===== config.mk =====
export PLATFORM = sky130hd
export DESIGN_NAME = mbox_channel_ctrl
export DESIGN_NICKNAME = d
export VERILOG_FILES = /design/src/rtl/mbox_pkg.sv /design/src/rtl/mbox_ctrl_regs.sv /design/src/rtl/mbox_data_bank.sv /design/src/rtl/mbox_irq_gen.sv /design/src/rtl/mbox_channel_ctrl.sv
export SDC_FILE = /design/constraint.sdc
export NUM_CORES = 1
export LEC_CHECK = 0
export BUFFER_PORTS_ARGS = -buffer_cell sky130_fd_sc_hd__buf_2
export CAP_MARGIN = 20
export CORE_MARGIN = 3
export CORE_UTILIZATION = 52
export CTS_CLUSTER_DIAMETER = 60
export DETAILED_ROUTE_END_ITERATION = 7
export PLACE_DENSITY = 0.75
export SLEW_MARGIN = 20
export SYNTH_ARGS = -nofsm -noshare
export SYNTH_HDL_FRONTEND = slang
export SYNTH_SLANG_ARGS = --single-unit

===== constraint.sdc =====
create_clock -name clk -period 5.2 [get_ports clk]
set_clock_uncertainty 0.15 [all_clocks]
set_input_delay 0.26 -clock clk [delete_from_list [all_inputs] [get_ports clk]]
set_output_delay 0.26 -clock clk [all_outputs]
set_load 0.02 [all_outputs]

===== src/rtl/mbox_pkg.sv =====
package mbox_pkg;
  localparam int SEL_W     = 5;
  localparam int DATA0_IDX = 9;

  typedef enum logic [SEL_W-1:0] {
    SEL_OWNER     = 5'd0,
    SEL_DEST_SET  = 5'd1,
    SEL_DEST_CLR  = 5'd2,
    SEL_DEST_STAT = 5'd3,
    SEL_MASK_SET  = 5'd4,
    SEL_MASK_CLR  = 5'd5,
    SEL_MASK_STAT = 5'd6,
    SEL_MODE      = 5'd7,
    SEL_SEND      = 5'd8
  } sel_e;
endpackage


===== src/rtl/mbox_ctrl_regs.sv =====
module mbox_ctrl_regs
  import mbox_pkg::*;
#(
  parameter int NUM_CH = 32,
  parameter int DW     = 32
) (
  input  logic              clk,
  input  logic              rst_n,
  input  logic              acc_valid,
  input  logic              acc_write,
  input  logic [SEL_W-1:0]  acc_sel,
  input  logic [NUM_CH-1:0] acc_chan,
  input  logic [DW-1:0]     acc_wdata,
  output logic [NUM_CH-1:0] owner,
  output logic [NUM_CH-1:0] dest,
  output logic [NUM_CH-1:0] mask,
  output logic              auto_ack,
  output logic [1:0]        send
);
  logic [NUM_CH-1:0] wbits;
  logic wr, owner_held, owner_ok, releasing, dest_left, auto_fire;

  assign wbits      = acc_wdata[NUM_CH-1:0];
  assign wr         = acc_valid && acc_write;
  assign owner_held = (owner != '0);
  assign releasing  = wr && (acc_sel == SEL_OWNER) && owner_held &&
                      (wbits == '0) && ((acc_chan & owner) != '0);
  assign owner_ok   = wr && (acc_sel == SEL_OWNER) && (!owner_held || releasing);
  assign dest_left  = ((dest & ~wbits) != '0);
  assign auto_fire  = wr && (acc_sel == SEL_DEST_CLR) && auto_ack && send[0] &&
                      (dest != '0) && !dest_left;

  always_ff @(posedge clk or negedge rst_n) begin
    if (!rst_n) begin
      owner    <= '0;
      dest     <= '0;
      mask     <= '0;
      auto_ack <= 1'b0;
      send     <= 2'b00;
    end else begin
      if (owner_ok) owner <= wbits;
      if (wr && acc_sel == SEL_DEST_SET) dest <= dest | wbits;
      if (wr && acc_sel == SEL_DEST_CLR) dest <= dest & ~wbits;
      if (wr && acc_sel == SEL_MODE && owner_held) auto_ack <= acc_wdata[0];
      if (releasing) begin
        mask <= '0;
        send <= 2'b00;
      end else begin
        if (wr && acc_sel == SEL_MASK_SET && owner_held) mask <= mask | wbits;
        if (wr && acc_sel == SEL_MASK_CLR && owner_held) mask <= mask & ~wbits;
        if (wr && acc_sel == SEL_SEND) send <= acc_wdata[1:0];
        else if (auto_fire) send <= 2'b10;
      end
    end
  end


  owner_guard_chk: assert property (@(posedge clk) disable iff (!rst_n)
    (owner != $past(owner)) |-> ($past(owner) == '0 || owner == '0));

  mask_owner_chk: assert property (@(posedge clk) disable iff (!rst_n)
    (owner == '0) |-> (mask == '0));

  mode_gate_chk: assert property (@(posedge clk) disable iff (!rst_n)
    (auto_ack != $past(auto_ack)) |-> ($past(owner) != '0));

  auto_ack_chk: assert property (@(posedge clk) disable iff (!rst_n)
    $past(acc_valid && acc_write && acc_sel == SEL_DEST_CLR && auto_ack &&
          send == 2'b01 && dest != '0 && (dest & ~acc_wdata[NUM_CH-1:0]) == '0)
    |-> (send == 2'b10));
endmodule


===== src/rtl/mbox_data_bank.sv =====
module mbox_data_bank
  import mbox_pkg::*;
#(
  parameter int NUM_DATA = 2,
  parameter int DW       = 32
) (
  input  logic                         clk,
  input  logic                         rst_n,
  input  logic                         acc_valid,
  input  logic                         acc_write,
  input  logic [SEL_W-1:0]             acc_sel,
  input  logic [DW-1:0]                acc_wdata,
  output logic [NUM_DATA-1:0][DW-1:0]  words
);
  for (genvar i = 0; i < NUM_DATA; i++) begin : g_word
    localparam logic [SEL_W-1:0] MY_SEL = SEL_W'(DATA0_IDX + i);
    always_ff @(posedge clk or negedge rst_n) begin
      if (!rst_n) words[i] <= '0;
      else if (acc_valid && acc_write && acc_sel == MY_SEL) words[i] <= acc_wdata;
    end
  end
endmodule


===== src/rtl/mbox_irq_gen.sv =====
module mbox_irq_gen #(
  parameter int NUM_CH = 32
) (
  input  logic [NUM_CH-1:0] owner,
  input  logic [NUM_CH-1:0] dest,
  input  logic [NUM_CH-1:0] mask,
  input  logic [1:0]        send,
  output logic [NUM_CH-1:0] msg_irq,
  output logic [NUM_CH-1:0] ack_irq
);
  assign msg_irq = send[0] ? (dest & mask)  : '0;
  assign ack_irq = send[1] ? (owner & mask) : '0;
endmodule


===== src/rtl/mbox_channel_ctrl.sv =====
module mbox_channel_ctrl
  import mbox_pkg::*;
#(
  parameter int NUM_CH   = 32,
  parameter int DW       = 32,
  parameter int NUM_DATA = 2
) (
  input  logic              clk,
  input  logic              rst_n,
  input  logic              acc_valid,
  input  logic              acc_write,
  input  logic [SEL_W-1:0]  acc_sel,
  input  logic [NUM_CH-1:0] acc_chan,
  input  logic [DW-1:0]     acc_wdata,
  output logic              rd_valid,
  output logic [DW-1:0]     rd_data,
  output logic [NUM_CH-1:0] msg_irq,
  output logic [NUM_CH-1:0] ack_irq
);
  localparam int LAST_SEL = DATA0_IDX + NUM_DATA - 1;

  logic [NUM_CH-1:0] owner, dest, mask;
  logic              auto_ack;
  logic [1:0]        send;
  logic [NUM_DATA-1:0][DW-1:0] words;
  logic [DW-1:0]     rd_mux;
  logic              rd_req;

  mbox_ctrl_regs #(.NUM_CH(NUM_CH), .DW(DW)) u_regs (
    .clk, .rst_n, .acc_valid, .acc_write, .acc_sel, .acc_chan, .acc_wdata,
    .owner, .dest, .mask, .auto_ack, .send
  );

  mbox_data_bank #(.NUM_DATA(NUM_DATA), .DW(DW)) u_data (
    .clk, .rst_n, .acc_valid, .acc_write, .acc_sel, .acc_wdata, .words
  );

  mbox_irq_gen #(.NUM_CH(NUM_CH)) u_irq (
    .owner, .dest, .mask, .send, .msg_irq, .ack_irq
  );

  always_comb begin
    rd_mux = '0;
    case (acc_sel)
      SEL_OWNER:     rd_mux[NUM_CH-1:0] = owner;
      SEL_DEST_STAT: rd_mux[NUM_CH-1:0] = dest;
      SEL_MASK_STAT: rd_mux[NUM_CH-1:0] = mask;
      SEL_MODE:      rd_mux[0]          = auto_ack;
      SEL_SEND:      rd_mux[1:0]        = send;
      default: begin
        for (int i = 0; i < NUM_DATA; i++)
          if (int'(acc_sel) == DATA0_IDX + i) rd_mux = words[i];
      end
    endcase
  end

  assign rd_req = acc_valid && !acc_write;

  always_ff @(posedge clk or negedge rst_n) begin
    if (!rst_n) begin
      rd_valid <= 1'b0;
      rd_data  <= '0;
    end else begin
      rd_valid <= rd_req;
      if (rd_req) rd_data <= (int'(acc_sel) <= LAST_SEL) ? rd_mux : '0;
    end
  end


  rd_latency_chk: assert property (@(posedge clk) disable iff (!rst_n)
    $past(acc_valid && !acc_write) |-> rd_valid);
endmodule


Word level (Yosys, flattened, before mapping)
Index checks and enable logic that the tools add are counted.
{"block": "word_totals", "reg_bits": 196, "inputBits": 73, "out_inout_bits": 97, "elab_cells": 82}
{"block": "classes", "mux": 16, "n_reduce_logical": 36, "order_cmp": 1, "bitwise": 8, "n_eq_ne": 12}
{"op": "$mux W32", "n": 10}
{"op": "$and A32 B32 Y32", "n": 5}
{"op": "$reduce_bool A32 Y1", "n": 4}
{"op": "$pmux W30 S4", "n": 1}
{"op": "$or A32 B32 Y32", "n": 2}
{"op": "$logic_not A32 Y1", "n": 1}
{"op": "$not A32 Y32", "n": 1}
{"op": "$logic_and A1 B1 Y1", "n": 22}
{"op": "$eq A5 B3 Y1 const B", "n": 4}
{"op": "$eq A5 B4 Y1 const B", "n": 3}
{"op": "$eq A5 B2 Y1 const B", "n": 2}
{"op": "$eq A5 B5 Y1 const B", "n": 2}
{"op": "$pmux W1 S5", "n": 2}
{"op": "$mux W2", "n": 3}
{"op": "$reduce_bool A3 Y1", "n": 2}
{"op": "$eq A5 B1 Y1 const B", "n": 1}
{"op": "$le A5 B4 Y1 const B", "n": 1}
{"op": "$logic_not A5 Y1", "n": 1}
{"op": "$logic_not A1 Y1", "n": 3}
{"op": "$reduce_bool A2 Y1", "n": 1}
{"op": "$reduce_or A2 Y1", "n": 1}
{"op": "$logic_or A1 B1 Y1", "n": 1}

Depth between registers and ports, before layout
{"block": "depth", "word_depth": 9, "ltp_mapped": 8, "depth_no_buf": 5}

Cells and area by module
From an unflattened synthesis, not the netlist that was laid out.
{"block": "hier_totals", "hier_cells": 1030, "area_unflattened_um2": 10679.0}
{"mod": "mbox_ctrl_regs", "seq_area_each_um2": 2477.4, "cells_each": 453, "instances": 1, "area_each_um2": 4672.0}
{"mod": "mbox_channel_ctrl", "seq_area_each_um2": 825.8, "cells_each": 368, "instances": 1, "area_each_um2": 2815.2}
{"mod": "mbox_data_bank", "seq_area_each_um2": 1601.5, "cells_each": 139, "instances": 1, "area_each_um2": 2727.6}
{"mod": "mbox_irq_gen", "seq_area_each_um2": 0.0, "cells_each": 70, "instances": 1, "area_each_um2": 464.2}

Worst setup path after synthesis
No wires, ideal clock.
{"block": "synth_timing", "kind": "in2reg", "startpoint": "in acc_sel[2]", "endpoint": "reg u_regs.owner[10]", "setup_time_ns": 0.118, "setup_slack_ns": 3.152, "n_path_buf": 3, "cell_stages": 8, "t_arrival_ns": 1.780, "required_time_ns": 4.932, "cell_sequence": "or3_1 buf_2 nor3_4 nand3_1 or2_1 buf_2 buf_2 a21o_1"}
{"block": "synth_between", "elab_chain_len": 7}
{"element": "start: declaration", "line_no": "mbox_channel_ctrl.sv:12", "source": "input logic [SEL_W-1:0] acc_sel,"}
{"element": "$logic_not A5 Y1 (*)", "line_no": "mbox_ctrl_regs.sv:26, mbox_ctrl_regs.sv:28"}
{"element": "$logic_and A1 B1 Y1 (*)", "line_no": "mbox_ctrl_regs.sv:26, mbox_ctrl_regs.sv:28"}
{"element": "$logic_and A1 B1 Y1 (2 in a row)", "line_no": "mbox_ctrl_regs.sv:26", "source": "assign releasing = wr && (acc_sel == SEL_OWNER) && owner_held &&"}
{"element": "$logic_and A1 B1 Y1", "line_no": "mbox_ctrl_regs.sv:27", "source": "(wbits == '0) && ((acc_chan & owner) != '0);"}
{"element": "$logic_or A1 B1 Y1", "line_no": "mbox_ctrl_regs.sv:28", "source": "assign owner_ok = wr && (acc_sel == SEL_OWNER) && (!owner_held || releasing);"}
{"element": "$logic_and A1 B1 Y1 (*)", "line_no": "mbox_ctrl_regs.sv:28"}
{"element": "end signal: assignment", "line_no": "mbox_ctrl_regs.sv:41", "source": "if (owner_ok) owner <= wbits;"}
{"element": "end: declaration", "line_no": "mbox_ctrl_regs.sv:14", "source": "output logic [NUM_CH-1:0] owner,"}
Mark *: on every way between the ends. The rest lies on a longest branch, timed or not.
A chain may end at the register's enable or synchronous reset.

Final worst setup path
{"block": "layout_timing", "startpoint": "reg u_regs.owner[16]", "endpoint": "reg u_regs.mask[21]"}
{"block": "layout_between", "elab_chain_len": 5, "word_cells_on_any_way": 11, "classes_between": "mux (2); bitwise (1); reduce/logical (8)"}
{"element": "$reduce_bool A32 Y1", "line_no": "mbox_ctrl_regs.sv:25", "source": "assign owner_held = (owner != '0);"}
{"element": "$logic_and A1 B1 Y1 (2 in a row)", "line_no": "mbox_ctrl_regs.sv:26"}
{"element": "$logic_and A1 B1 Y1", "line_no": "mbox_ctrl_regs.sv:27"}
{"element": "$reduce_bool A3 Y1 (no source line) or $mux W32 (tied branches)"}
{"element": "end signal: assignment", "line_no": "mbox_ctrl_regs.sv:49", "source": "if (wr && acc_sel == SEL_MASK_SET && owner_held) mask <= mask | wbits;"}
{"element": "end signal: assignment", "line_no": "mbox_ctrl_regs.sv:50", "source": "if (wr && acc_sel == SEL_MASK_CLR && owner_held) mask <= mask & ~wbits;"}
{"element": "end: declaration", "line_no": "mbox_ctrl_regs.sv:16", "source": "output logic [NUM_CH-1:0] mask,"}
Parallel ways exist; a longest one is shown, timed or not.

==> flow_metrics.env <==
export IMPL_outcome="finished clean"
export IMPL_end_kind="flip-flop"
export IMPL_ys_ff_latch=196
export IMPL_cts_buffers=17
export IMPL_critPathArrivalTime_ns=3.24
export IMPL_antenna_found_initial=1
export IMPL_wl_per_cell_um=25.1
export IMPL_crit_fanout=36
export IMPL_grt_ovfl_total=0
export IMPL_cts_root_buffer="clkbuf_16"
export IMPL_synth_top_cell_area_share_pct=49.6
export IMPL_netlist_area_um2=9880
export IMPL_syn_num_nets=1041
export IMPL_crit_required_ns=5.43
export IMPL_leakage_uw=0.00518
export IMPL_maxSlewViolCount=0
export IMPL_min_period_ns=3.01
export IMPL_area_growth_syn_to_layout_pct=17.3
export IMPL_drive_above_1_share_pct=24.6
export IMPL_yosys_warnings=0
export IMPL_grt_max_degree=116
export IMPL_routabilityCongestion=0.915
export IMPL_track_usage_pct=32.5
export IMPL_synthTopCellsByArea="dfrtp_1 (50%), a22o_1 (5.7%), mux2_2 (4.8%)"
export IMPL_hold_viol=0
export IMPL_cts_buffer_depth=2
export IMPL_cts_resized=0
export IMPL_synth_top_cell_by_area="dfrtp_1"
export IMPL_vias_per_cell=6.87
export IMPL_grt_pass1_vias=8672
export IMPL_synth_distinct_cells=42
export IMPL_die_h_um=144
export IMPL_setup_viol=0
export IMPL_syn_inst=968
export IMPL_slew_headroom_pct=20.5
export IMPL_placedCellCount=1290
export IMPL_rsz0062_at_grt="false"
export IMPL_antenna_cells=0
export IMPL_fill_cells=1498
export IMPL_synth_area_per_cell_um2=10.2
export IMPL_clock_latency_ns=0.44
export IMPL_grt_pass1_wl_um=51400
export IMPL_fin_nets=1174
export IMPL_initial_utilization_pct=53.9
export IMPL_min_path_type="input port to flip-flop"
export IMPL_path_clk_slew_ns=0.07
export IMPL_dp_hpwl_um=22500
export IMPL_fmax_mhz=332
export IMPL_htreeDepth=4
export IMPL_fin_cells=1342
export IMPL_drtIter0Drc=1521
export IMPL_core_area_um2=18300
export IMPL_num_vias=9216
export IMPL_r2r_slack_ns=2.19
export IMPL_irDropWorstVdd_uv=246
export IMPL_antenna_left=0
export IMPL_port_buffers=169
export IMPL_layout_common_cells="dfrtp_1 (196), buf_2 (168), nand2_1 (124), a21oi_1 (65)"
export IMPL_drv_cap=0
export IMPL_fin_tns_setup_ns=0
export IMPL_criticalPathCategory="flip-flop to flip-flop"
export IMPL_dieWidth_um=144
export IMPL_cts_tree="done"
export IMPL_worstMarginPinSlew_ns=1.19
export IMPL_synth_seq_area_share_pct=49.6
export IMPL_io_pins=170
export IMPL_num_rows=49
export IMPL_start_kind="flip-flop"
export IMPL_clock_sinks=196
export IMPL_drc_errors=0
export IMPL_fin_crit_sh_pct=57.9
export IMPL_totalWireLength_um=33700
export IMPL_fin_area_um2=11600
export IMPL_final_common_cell="dfrtp_1"
export IMPL_place_area_um2=10800
export IMPL_first_pass_iters=7
export IMPL_pwr_density_cell_nw_per_um2=313
export IMPL_dieArea_um2=20700
[Yosys cell counts, drive strengths merged]
| cell type | n |
|---|---|
| a22oi | 52 |
| a21o | 32 |
| or3 | 1 |
| or3b | 2 |
| and4 | 2 |
| and3 | 64 |
| o31a | 1 |
| a211oi | 3 |
| a2111oi | 7 |
| o31ai | 2 |
| nand2b | 4 |
| nand4 | 9 |
| buf | 19 |
| clkbuf | 76 |
| nor3 | 5 |
| mux2i | 1 |
| o2111a | 1 |
| a22o | 64 |
| and2 | 1 |
| o2111ai | 1 |
| inv | 14 |
| o21ai | 23 |
| a31o | 32 |
| a21oi | 65 |
| o2bb2ai | 32 |
| nand3 | 4 |
| dfrtp | 196 |
| nor2 | 7 |
| nor2b | 21 |
| a222oi | 31 |
| nand2 | 124 |
| or2 | 2 |
| mux2 | 43 |
| nor4 | 27 |
[timing repair]
item	in CTS	in global routing
buffers inserted	0	0
hold buffers	21	0
endpoints found under the hold margin	133	0
[layout make-up]
class | instances | area [µm²] | share of cell area [%]
clock buffer | 20 | 457 | 3.94
inverter | 14 | 52.6 | 0.453
sequential | 196 | 4900 | 42.3
clock inverter | 11 | 101 | 0.874
multi-input combinational | 663 | 4580 | 39.5
timing repair buffer | 209 | 1210 | 10.4
tap | 229 | 287 | 2.47
[cells by family (layout without fill, tap and decap cells)]
group / Yosys count / in the layout / share of synthesized area [%]
muxes: 44 / 44 / 5.00
and+or+nand+nor: 273 / 273 / 14.2
AOI/OAI and AO/OA: 346 / 346 / 26.6
DFF: 196 / 196 / 49.6
buffers and inverters: 109 / 254 / 4.57
[worst max-delay path, stage by stage (launching register included)]
cell and delay, ns:
dfrtp_1 0.51, a22oi_1 0.23, nand4_1 0.10, nor4_1 0.55, or2_2 0.64, buf_4 0.52
a31o_1 0.22
[final timing paths]
kind                                    end  cells past startpoint        startpoint
setup reg to reg            u_regs.mask[21]                      6  u_regs.owner[16]
hold / removal                    flip-flop                      2      acc_wdata[3]
max in group asynchronous         async pin                      3             rst_n
min in group asynchronous        rd_data[3]                      2             rst_n
setup / recovery            u_regs.mask[21]                      6  u_regs.owner[16]
hold reg to reg            u_data.words[43]                      2  u_data.words[43]
[through the flow]
step / setup WS [ns] / hold slack (ns) / util (%) / total power, µW
2_1_floorplan: 3.15 / -0.186 / - / 2100
3_3_place_gp: 1.98 / 0.310 / 59.0 / 2340
3_5_place_dp: 1.94 / 0.312 / 59.0 / 2360
4_1_cts: 2.28 / 0.00104 / 63.2 / 3630
5_1_grt: 2.03 / 0.0329 / 63.2 / 3760
6_report: 2.19 / 0.0180 / 63.2 / 3630
[power by group]
| group | total, µW | switching, µW | internal (µW) | leakage (µW) |
|---|---|---|---|---|
| Combinational | 561 | 332 | 229 | 0.00259 |
| Clock | 1280 | 591 | 686 | 0.000277 |
| Sequential | 1790 | 145 | 1650 | 0.00232 |
| Total | 3630 | 1070 | 2560 | 0.00518 |
[metal layers]
| metal | vias up | track usage [%] | wire (µm) |
|---|---|---|---|
| li1 | 3971 | - | - |
| met1 | 4553 | 47.0 | 13700 |
| met2 | 630 | 47.6 | 14900 |
| met3 | 60 | 8.55 | 4210 |
| met4 | 2 | 11.1 | 881 |
| met5 | - | 0 | 14 |
Note: power is estimated with default switching activity, not from simulation.
